**src/rtl/scl_timing_pkg.sv**
```systemverilog
package scl_timing_pkg;

    localparam int CNT_W    = 16;
    localparam int SPK_W    = 8;
    localparam int TXH_W    = 16;
    localparam int RXH_W    = 8;
    localparam int HIGH_OVH = 7;
    localparam int LOW_OVH  = 1;
    localparam int PH_W     = CNT_W + 1;

    typedef enum logic [1:0] {
        SPD_STD  = 2'd0,
        SPD_FAST = 2'd1,
        SPD_HIGH = 2'd2,
        SPD_RSVD = 2'd3
    } speed_e;

    typedef enum logic [1:0] {
        PH_IDLE,
        PH_LOW,
        PH_WAIT,
        PH_HIGH
    } phase_e;

    typedef struct packed {
        logic [CNT_W-1:0] hcnt;
        logic [CNT_W-1:0] lcnt;
        logic [SPK_W-1:0] spk;
    } phase_cfg_t;

    // Reserved mode falls back to the standard pair.
    function automatic phase_cfg_t pick_cfg(
        input speed_e           mode,
        input logic [CNT_W-1:0] ss_h, input logic [CNT_W-1:0] ss_l,
        input logic [CNT_W-1:0] fs_h, input logic [CNT_W-1:0] fs_l,
        input logic [CNT_W-1:0] hs_h, input logic [CNT_W-1:0] hs_l,
        input logic [SPK_W-1:0] spk_n, input logic [SPK_W-1:0] spk_h
    );
        phase_cfg_t c;
        case (mode)
            SPD_FAST: c = '{hcnt: fs_h, lcnt: fs_l, spk: spk_n};
            SPD_HIGH: c = '{hcnt: hs_h, lcnt: hs_l, spk: spk_h};
            default:  c = '{hcnt: ss_h, lcnt: ss_l, spk: spk_n};
        endcase
        return c;
    endfunction

    // Last counter value of the counted high phase.
    function automatic logic [PH_W-1:0] high_last(input phase_cfg_t c);
        return PH_W'(c.hcnt) + PH_W'(c.spk) + PH_W'(HIGH_OVH) - PH_W'(1);
    endfunction

    // Last counter value of the low phase.
    function automatic logic [PH_W-1:0] low_last(input phase_cfg_t c);
        return PH_W'(c.lcnt) + PH_W'(LOW_OVH) - PH_W'(1);
    endfunction

endpackage

```
**src/rtl/scl_glitch_filter.sv**
```systemverilog
module scl_glitch_filter #(
    parameter int LEN_W     = 8,
    parameter bit RESET_VAL = 1'b1
) (
    input  logic             clk,
    input  logic             rst,
    input  logic [LEN_W-1:0] len,
    input  logic             raw,
    output logic             clean
);

    logic [LEN_W-1:0] run_q;

    // The output flips once the differing input has been sampled len+1 times.
    always_ff @(posedge clk) begin
        if (rst) begin
            clean <= RESET_VAL;
            run_q <= '0;
        end else if (raw == clean) begin
            run_q <= '0;
        end else if (run_q == len) begin
            clean <= raw;
            run_q <= '0;
        end else begin
            run_q <= run_q + 1'b1;
        end
    end

endmodule

```
**src/rtl/scl_strobe_delay.sv**
```systemverilog
module scl_strobe_delay #(
    parameter int HOLD_W = 16
) (
    input  logic              clk,
    input  logic              rst,
    input  logic              start,
    input  logic [HOLD_W-1:0] hold,
    output logic              strobe
);

    logic              armed_q;
    logic [HOLD_W-1:0] left_q;

    assign strobe = armed_q && (left_q == '0);

    always_ff @(posedge clk) begin
        if (rst) begin
            armed_q <= 1'b0;
            left_q  <= '0;
        end else if (start) begin
            armed_q <= 1'b1;
            left_q  <= hold;
        end else if (armed_q) begin
            if (left_q == '0) armed_q <= 1'b0;
            else              left_q  <= left_q - 1'b1;
        end
    end

endmodule

```
**src/rtl/scl_phase_fsm.sv**
```systemverilog
module scl_phase_fsm
    import scl_timing_pkg::*;
(
    input  logic       clk,
    input  logic       rst,
    input  logic       enable,
    input  phase_cfg_t cfg,
    input  logic       line_high,
    output logic       drive_low,
    output logic       low_begin,
    output logic       high_begin
);

    phase_e          st_q, st_d;
    logic [PH_W-1:0] cnt_q;
    logic [PH_W-1:0] hi_end, lo_end;

    assign hi_end = high_last(cfg);
    assign lo_end = low_last(cfg);

    always_comb begin
        st_d = st_q;
        case (st_q)
            PH_IDLE: if (enable)          st_d = PH_LOW;
            PH_LOW:  if (cnt_q == lo_end) st_d = PH_WAIT;
            PH_WAIT: if (line_high)       st_d = PH_HIGH;
            PH_HIGH: if (cnt_q == hi_end) st_d = enable ? PH_LOW : PH_IDLE;
            default:                      st_d = PH_IDLE;
        endcase
    end

    always_ff @(posedge clk) begin
        if (rst) begin
            st_q  <= PH_IDLE;
            cnt_q <= '0;
        end else begin
            st_q <= st_d;
            if (st_d != st_q || st_q == PH_IDLE || st_q == PH_WAIT)
                cnt_q <= '0;
            else
                cnt_q <= cnt_q + 1'b1;
        end
    end

    assign drive_low  = (st_q == PH_LOW);
    assign low_begin  = (st_q != PH_LOW) && (st_d == PH_LOW);
    assign high_begin = (st_q == PH_WAIT) && (st_d == PH_HIGH);

endmodule

```
**src/rtl/scl_timing_gen.sv**
```systemverilog
module scl_timing_gen
    import scl_timing_pkg::*;
(
    input  logic                         clk,
    input  logic                         rst,
    input  logic                         enable,
    input  logic [1:0]                   speed_mode,
    input  logic [CNT_W-1:0]             ss_hcnt,
    input  logic [CNT_W-1:0]             ss_lcnt,
    input  logic [CNT_W-1:0]             fs_hcnt,
    input  logic [CNT_W-1:0]             fs_lcnt,
    input  logic [CNT_W-1:0]             hs_hcnt,
    input  logic [CNT_W-1:0]             hs_lcnt,
    input  logic [SPK_W-1:0]             spike_len,
    input  logic [SPK_W-1:0]             hs_spike_len,
    input  logic [TXH_W+RXH_W-1:0]       sda_hold,
    input  logic                         scl_in,
    input  logic                         sda_in,
    output logic                         scl_oe,
    output logic                         scl_filt,
    output logic                         sda_filt,
    output logic                         tx_strobe,
    output logic                         rx_strobe
);

    localparam int N_LINES = 2;

    phase_cfg_t         cfg;
    logic [N_LINES-1:0] raw_lines, clean_lines;
    logic               low_begin, high_begin;

    assign cfg = pick_cfg(speed_e'(speed_mode), ss_hcnt, ss_lcnt, fs_hcnt, fs_lcnt,
                          hs_hcnt, hs_lcnt, spike_len, hs_spike_len);

    // Line 0 is the clock, line 1 is the data.
    assign raw_lines = {sda_in, scl_in};

    for (genvar g = 0; g < N_LINES; g++) begin : g_filt
        scl_glitch_filter #(
            .LEN_W     (SPK_W),
            .RESET_VAL (1'b1)
        ) i_filt (
            .clk   (clk),
            .rst   (rst),
            .len   (cfg.spk),
            .raw   (raw_lines[g]),
            .clean (clean_lines[g])
        );
    end

    assign scl_filt = clean_lines[0];
    assign sda_filt = clean_lines[1];

    scl_phase_fsm i_fsm (
        .clk        (clk),
        .rst        (rst),
        .enable     (enable),
        .cfg        (cfg),
        .line_high  (scl_filt),
        .drive_low  (scl_oe),
        .low_begin  (low_begin),
        .high_begin (high_begin)
    );

    scl_strobe_delay #(.HOLD_W(TXH_W)) i_tx_dly (
        .clk    (clk),
        .rst    (rst),
        .start  (low_begin),
        .hold   (sda_hold[TXH_W-1:0]),
        .strobe (tx_strobe)
    );

    scl_strobe_delay #(.HOLD_W(RXH_W)) i_rx_dly (
        .clk    (clk),
        .rst    (rst),
        .start  (high_begin),
        .hold   (sda_hold[TXH_W+RXH_W-1:TXH_W]),
        .strobe (rx_strobe)
    );

endmodule

```
**config.mk**
```make
export PLATFORM = sky130hd
export DESIGN_NAME = scl_timing_gen
export DESIGN_NICKNAME = d
export VERILOG_FILES = /design/src/rtl/scl_timing_pkg.sv /design/src/rtl/scl_glitch_filter.sv /design/src/rtl/scl_strobe_delay.sv /design/src/rtl/scl_phase_fsm.sv /design/src/rtl/scl_timing_gen.sv
export SDC_FILE = /design/constraint.sdc
export NUM_CORES = 1
export LEC_CHECK = 0
export ABC_AREA = 0
export BUFFER_PORTS_ARGS = -buffer_cell sky130_fd_sc_hd__buf_2
export CORE_MARGIN = 1
export CORE_UTILIZATION = 25
export DETAILED_ROUTE_END_ITERATION = 10
export PLACE_DENSITY_LB_ADDON = 0.08
export RECOVER_POWER = 100
export SYNTH_ARGS = -nofsm -noshare
export SYNTH_HDL_FRONTEND = slang
export SYNTH_HIERARCHICAL = 1
export SYNTH_SLANG_ARGS = --single-unit
```
**constraint.sdc**
```tcl
create_clock -name clk -period 7.9 [get_ports clk]
set_input_delay 1.58 -clock clk [delete_from_list [all_inputs] [get_ports clk]]
set_output_delay 1.58 -clock clk [all_outputs]
set_load 0.1 [all_outputs]
```
[Word-level counts from Yosys, hierarchy flattened]
Cells that the tools add are included.
Word-level totals
  input port bits: 143
  word-level logic and storage cells: 76
  memory bits (writable): 0
  output and inout port bits: 5
  flip-flop bits (word level): 63
  memories: 0
  latch bits: 0
  ROM bits: 0
Cells by class
  multipliers: 0
  multiplexer cells: 19
  add/subtract/negate cells: 10
  div/mod/pow operators: 0
  bitwise logic cells: 2
  equal/unequal tests: 17
  magnitude comparators: 0
  reductions and logical operators: 18
  shift operators: 0
Operator list (number)
  case mux 40 bit (2 select lines): 1
  two-way mux 16 bit: 3
  equality test 17 bit: 2
  subtractor 17 x 1 -> 17 bit (second input constant): 2
  two-way mux 8 bit: 3
  adder 16 x 1 -> 17 bit (second input constant): 1
  adder 16 x 8 -> 17 bit: 1
  adder 17 x 1 -> 17 bit (second input constant): 1
  adder 17 x 3 -> 17 bit (second input constant): 1
  adder 8 x 1 -> 8 bit (second input constant): 2
  equality test 8 bit: 2
  logical NOT 16 bit: 1
  subtractor 16 x 1 -> 16 bit (second input constant): 1
  equality test 2 bit (second input constant): 4
  logical NOT 8 bit: 1
  two-way mux 2 bit: 4
  case mux 2 bit (4 select lines): 1
  AND reduction 2 bit: 4
  subtractor 8 x 1 -> 8 bit (second input constant): 1
  two-way mux 1 bit: 7
  equality test 2 x 1 -> 1 bit (second input constant): 3
  OR reduction 3 bit: 2
  logical AND 1 bit: 4
  inequality test 2 bit (second input constant): 2
  other kinds (8): 12

[Longest topological paths before layout]
  depth in word-level cells: 12
  depth in mapped cells: 23
  depth with buffers taken out: 19

[By module]
The synthesis kept the hierarchy.
Modules (own cells, without submodules)
  scl_phase_fsm: times used 1, cells each 249, area an instance 2237.1 µm², seq. area each 380.4 µm²
  scl_strobe_delay at i_tx_dly: times used 1, cells each 141, area an instance 1107.3 µm², seq. area each 340.3 µm²
  scl_glitch_filter: times used 2, cells each 48, area an instance 444.2 µm², seq. area each 180.2 µm²
  scl_timing_gen: times used 1, cells each 127, area an instance 724.4 µm², seq. area each 0.0 µm²
  scl_strobe_delay at i_rx_dly: times used 1, cells each 63, area an instance 535.5 µm², seq. area each 180.2 µm²

[Least setup slack after synthesis]
OpenSTA, ideal clock, no wires.
  path kind: input to register
  from: input speed_mode[0]
  to: register i_tx_dly.left_q[8]
  data arrival time: 5816 ps
  stages on the path: 19
  buffers on the path: 4
  library setup time: 112 ps
  setup slack: 1972 ps
  data required time: 7788 ps
  cell sequence: inv_1 -> ha_1 -> or2_1 -> buf_6 -> a22o_1 -> ha_1 -> ha_1 -> clkbuf_2 -> a21oi_1 -> a211oi_1 -> nor2_1 -> nor4_1 -> o211ai_1 -> o41ai_1 -> and3_1 -> clkbuf_1 -> clkbuf_1 -> nor2_1 -> a2111oi_1
RTL lines
  from (decl): line scl_timing_gen.sv:7  | input logic [1:0] speed_mode,
  to (signal assigned): line scl_strobe_delay.sv:22  | left_q <= hold;
  to (signal assigned): line scl_strobe_delay.sv:25  | else left_q <= left_q - 1'b1;
  to (decl): line scl_strobe_delay.sv:12  | logic [HOLD_W-1:0] left_q;

==> impl_metrics.toml <==
[synthesis]
synth_area_leaders = "dfxtp_1, xnor2_1, xor2_1"
ys_seq_elements = 63
yosysTopAreaCellShare = 0.230
synthArstFlopShare = 0
ys.flop_type = "dfxtp_1"
syn-num-nets = 844
synth_edf_count = 0
synth_cell_types = 83
synthTopCellsByCount = "dfxtp_1, nor2_1, nand2_1"
synth_seq_area_share = 0.230
syn_avg_cell_area_um2 = 8.13
syn_area_mm2 = 0.00549
synth_warnings = 6
yosysTopAreaCell = "dfxtp_1"
syn_inst = 676

[floorplanning]
ios = 148
dieArea_mm2 = 0.0226
die_w_um = 150
die_h_um = 150
initial_core_util = 0.258
core_area_mm2 = 0.0213
rows = 53

[clock_network]
clock-root-buffer = "clkbuf_16"
ctsHoldBuffers = 0
clock_latency_ns = 0.33
htree_levels = 3
cts_resized = 0
numCtsBuffers = 9
clk_pin_slew_ns = 0.06
clkSinkCount = 63
clockBufferDepth = 2
post_cts_buffers = 0
cts_tree = "built"

[detailed_routing]
dr_wl_met3_um = 713
drt_pass1_iterations = 4
num_vias = 5265
drt_iter0_drc = 222
top_layer_used = "met4"
wl_met2_um = 7670
drc = 0
ant_nets = 0
routed_via_density = 4.90
drt_wl_total_um = 16500
routedLengthMet1_um = 7900
avgRoutedWirePerCell_um = 15.4

[worst_setup_path]
cp.arrival_ns = 7.00
timing.rr.start = "i_fsm/cnt_q[6]"
crit_path_max_fanout = 21
required_ns = 8.01
startpoint_type = "primary input"
rrSetupSlack_ns = 4.28
startpoint = "speed_mode[0]"
critical_path_class = "in -> reg"
end_kind = "flip-flop"

[power]
power.total_uw = 1110
peakVddDrop_uv = 70.7
cellPowerDensity_mw_per_mm2 = 168
leakagePower_uw = 0.00262

[grt]
grt.total_usage = 0.153
grt-ovfl-total = 0
grt_pass1_vias = 5330
grt_max_degree = 65
grt_pass1_wl_um = 27100
grt_antenna_before_repair = 0

[sta]
finalCriticalPeriod_ns = 6.89
rsz0062_at_grt = "no"
setup_viol_count_final = 0
slew_headroom = -0.342
worst_slew_pin_slew_ns = 2.01
fin_crit_sh = 0.872
fin_skew_ns = 0.00577
finalSetupTns_ns = 0
fmax_mhz = 145
hold_viol_final = 0
slew_viol_final = 59

[outcome]
status = "finished, violations left"
violations = "capacitance limit, slew limit"

[placement]
portBuffers = 147
place.gp.congestion = 0.810
hpwl_um = 13100

[run]
maxCapViolations = 2

[worst_hold_path]
min_from = "g_filt[1].i_filt/run_q[0]"
min_path_type = "reg -> reg"

[finish]
fill_cells = 2267
final_layout_size_suffix_gt1_frac = 0.246
insertedDiodeCount = 0
final_net_count = 963
area_delta_synth_final_pct = 20.1
through the flow:
stage	instances	cell area [um2]	hold slack [ns]	worst slack, ns	utilization
floorplan	676	5490	0.448	1.97	-
global placement	1059	6320	0.479	1.16	0.297
detailed placement	1059	6320	0.488	0.990	0.297
CTS	1075	6650	0.502	1.31	0.312
global route	1075	6600	0.553	0.476	0.310
finish	1075	6600	0.503	1.01	0.310
per-layer routing:
metal,global-route usage,up-vias
met5,0,-
li1,-,2714
met4,0.0419,0
met2,0.260,135
met3,0.0300,15
met1,0.195,2401
where the power goes:
part	switching [uW]	internal (uW)
registers	17.1	329
clock network	149	285
logic	190	138
total	357	752
flip-flops by register name (all words and copies together) (netlist names):
signal and cells:
i_tx_dly/left_q 16, i_fsm/cnt_q 17, g_filt.i_filt/run_q 16, i_rx_dly/armed_q 1, i_tx_dly/armed_q 1, i_fsm/st_q 2
g_filt.i_filt/clean 2, i_rx_dly/left_q 8
placed cells by master (no fill, tap or decap), drive strengths merged, types with 8 or more instances in the layout:
master	instances
buf	144
nor2	64
dfxtp	63
nand2	52
o21ai	50
xnor2	49
xor2	40
a22oi	32
inv	31
nand3	29
nor4	27
ha	24
a21oi	17
clkbuf	17
and3	14
nand4	13
a311oi	12
a211oi	11
nor3	9
nor2b	8
a22o	8
and4	8
a2111oi	8
worst max-delay path, stage by stage:
cell	delay [ns]
buf_2	0.09
inv_1	0.04
ha_1	0.32
nor2b_1	0.43
a22o_1	0.36
inv_1	0.07
ha_1	0.27
inv_1	0.04
ha_1	0.22
fa_1	0.43
a211oi_1	0.39
o211ai_1	0.25
a21oi_1	0.18
o211a_1	0.18
a211oi_1	0.07
o41ai_1	0.63
and3_1	0.62
inv_1	0.50
nor2_1	0.21
a2111oi_0	0.08
cell families after synthesis:
group           synth area share
buf+inv                   0.0706
flops                      0.230
fa+ha+maj                 0.0583
mux                      0.00364
simple gates               0.269
compound gates             0.224
xor+xnor                   0.145
area by class of cell:
class	count	area (um2)	area share
multi-input cells	540	3800	0.576
flip-flops and latches	63	1260	0.191
repair buffers	150	751	0.114
well taps	275	344	0.0522
clock buffers	11	243	0.0368
inverters	31	116	0.0176
clock inverters	5	81.3	0.0123
worst paths after layout:
check                              end  cells past startpoint
max                 i_tx_dly/left_q[9]                     20
min          g_filt[1].i_filt/run_q[0]                      1
min reg2reg  g_filt[1].i_filt/run_q[0]                      1
max reg2reg            i_fsm/cnt_q[10]                      7
Note: power is estimated with default switching activity, not from simulation.
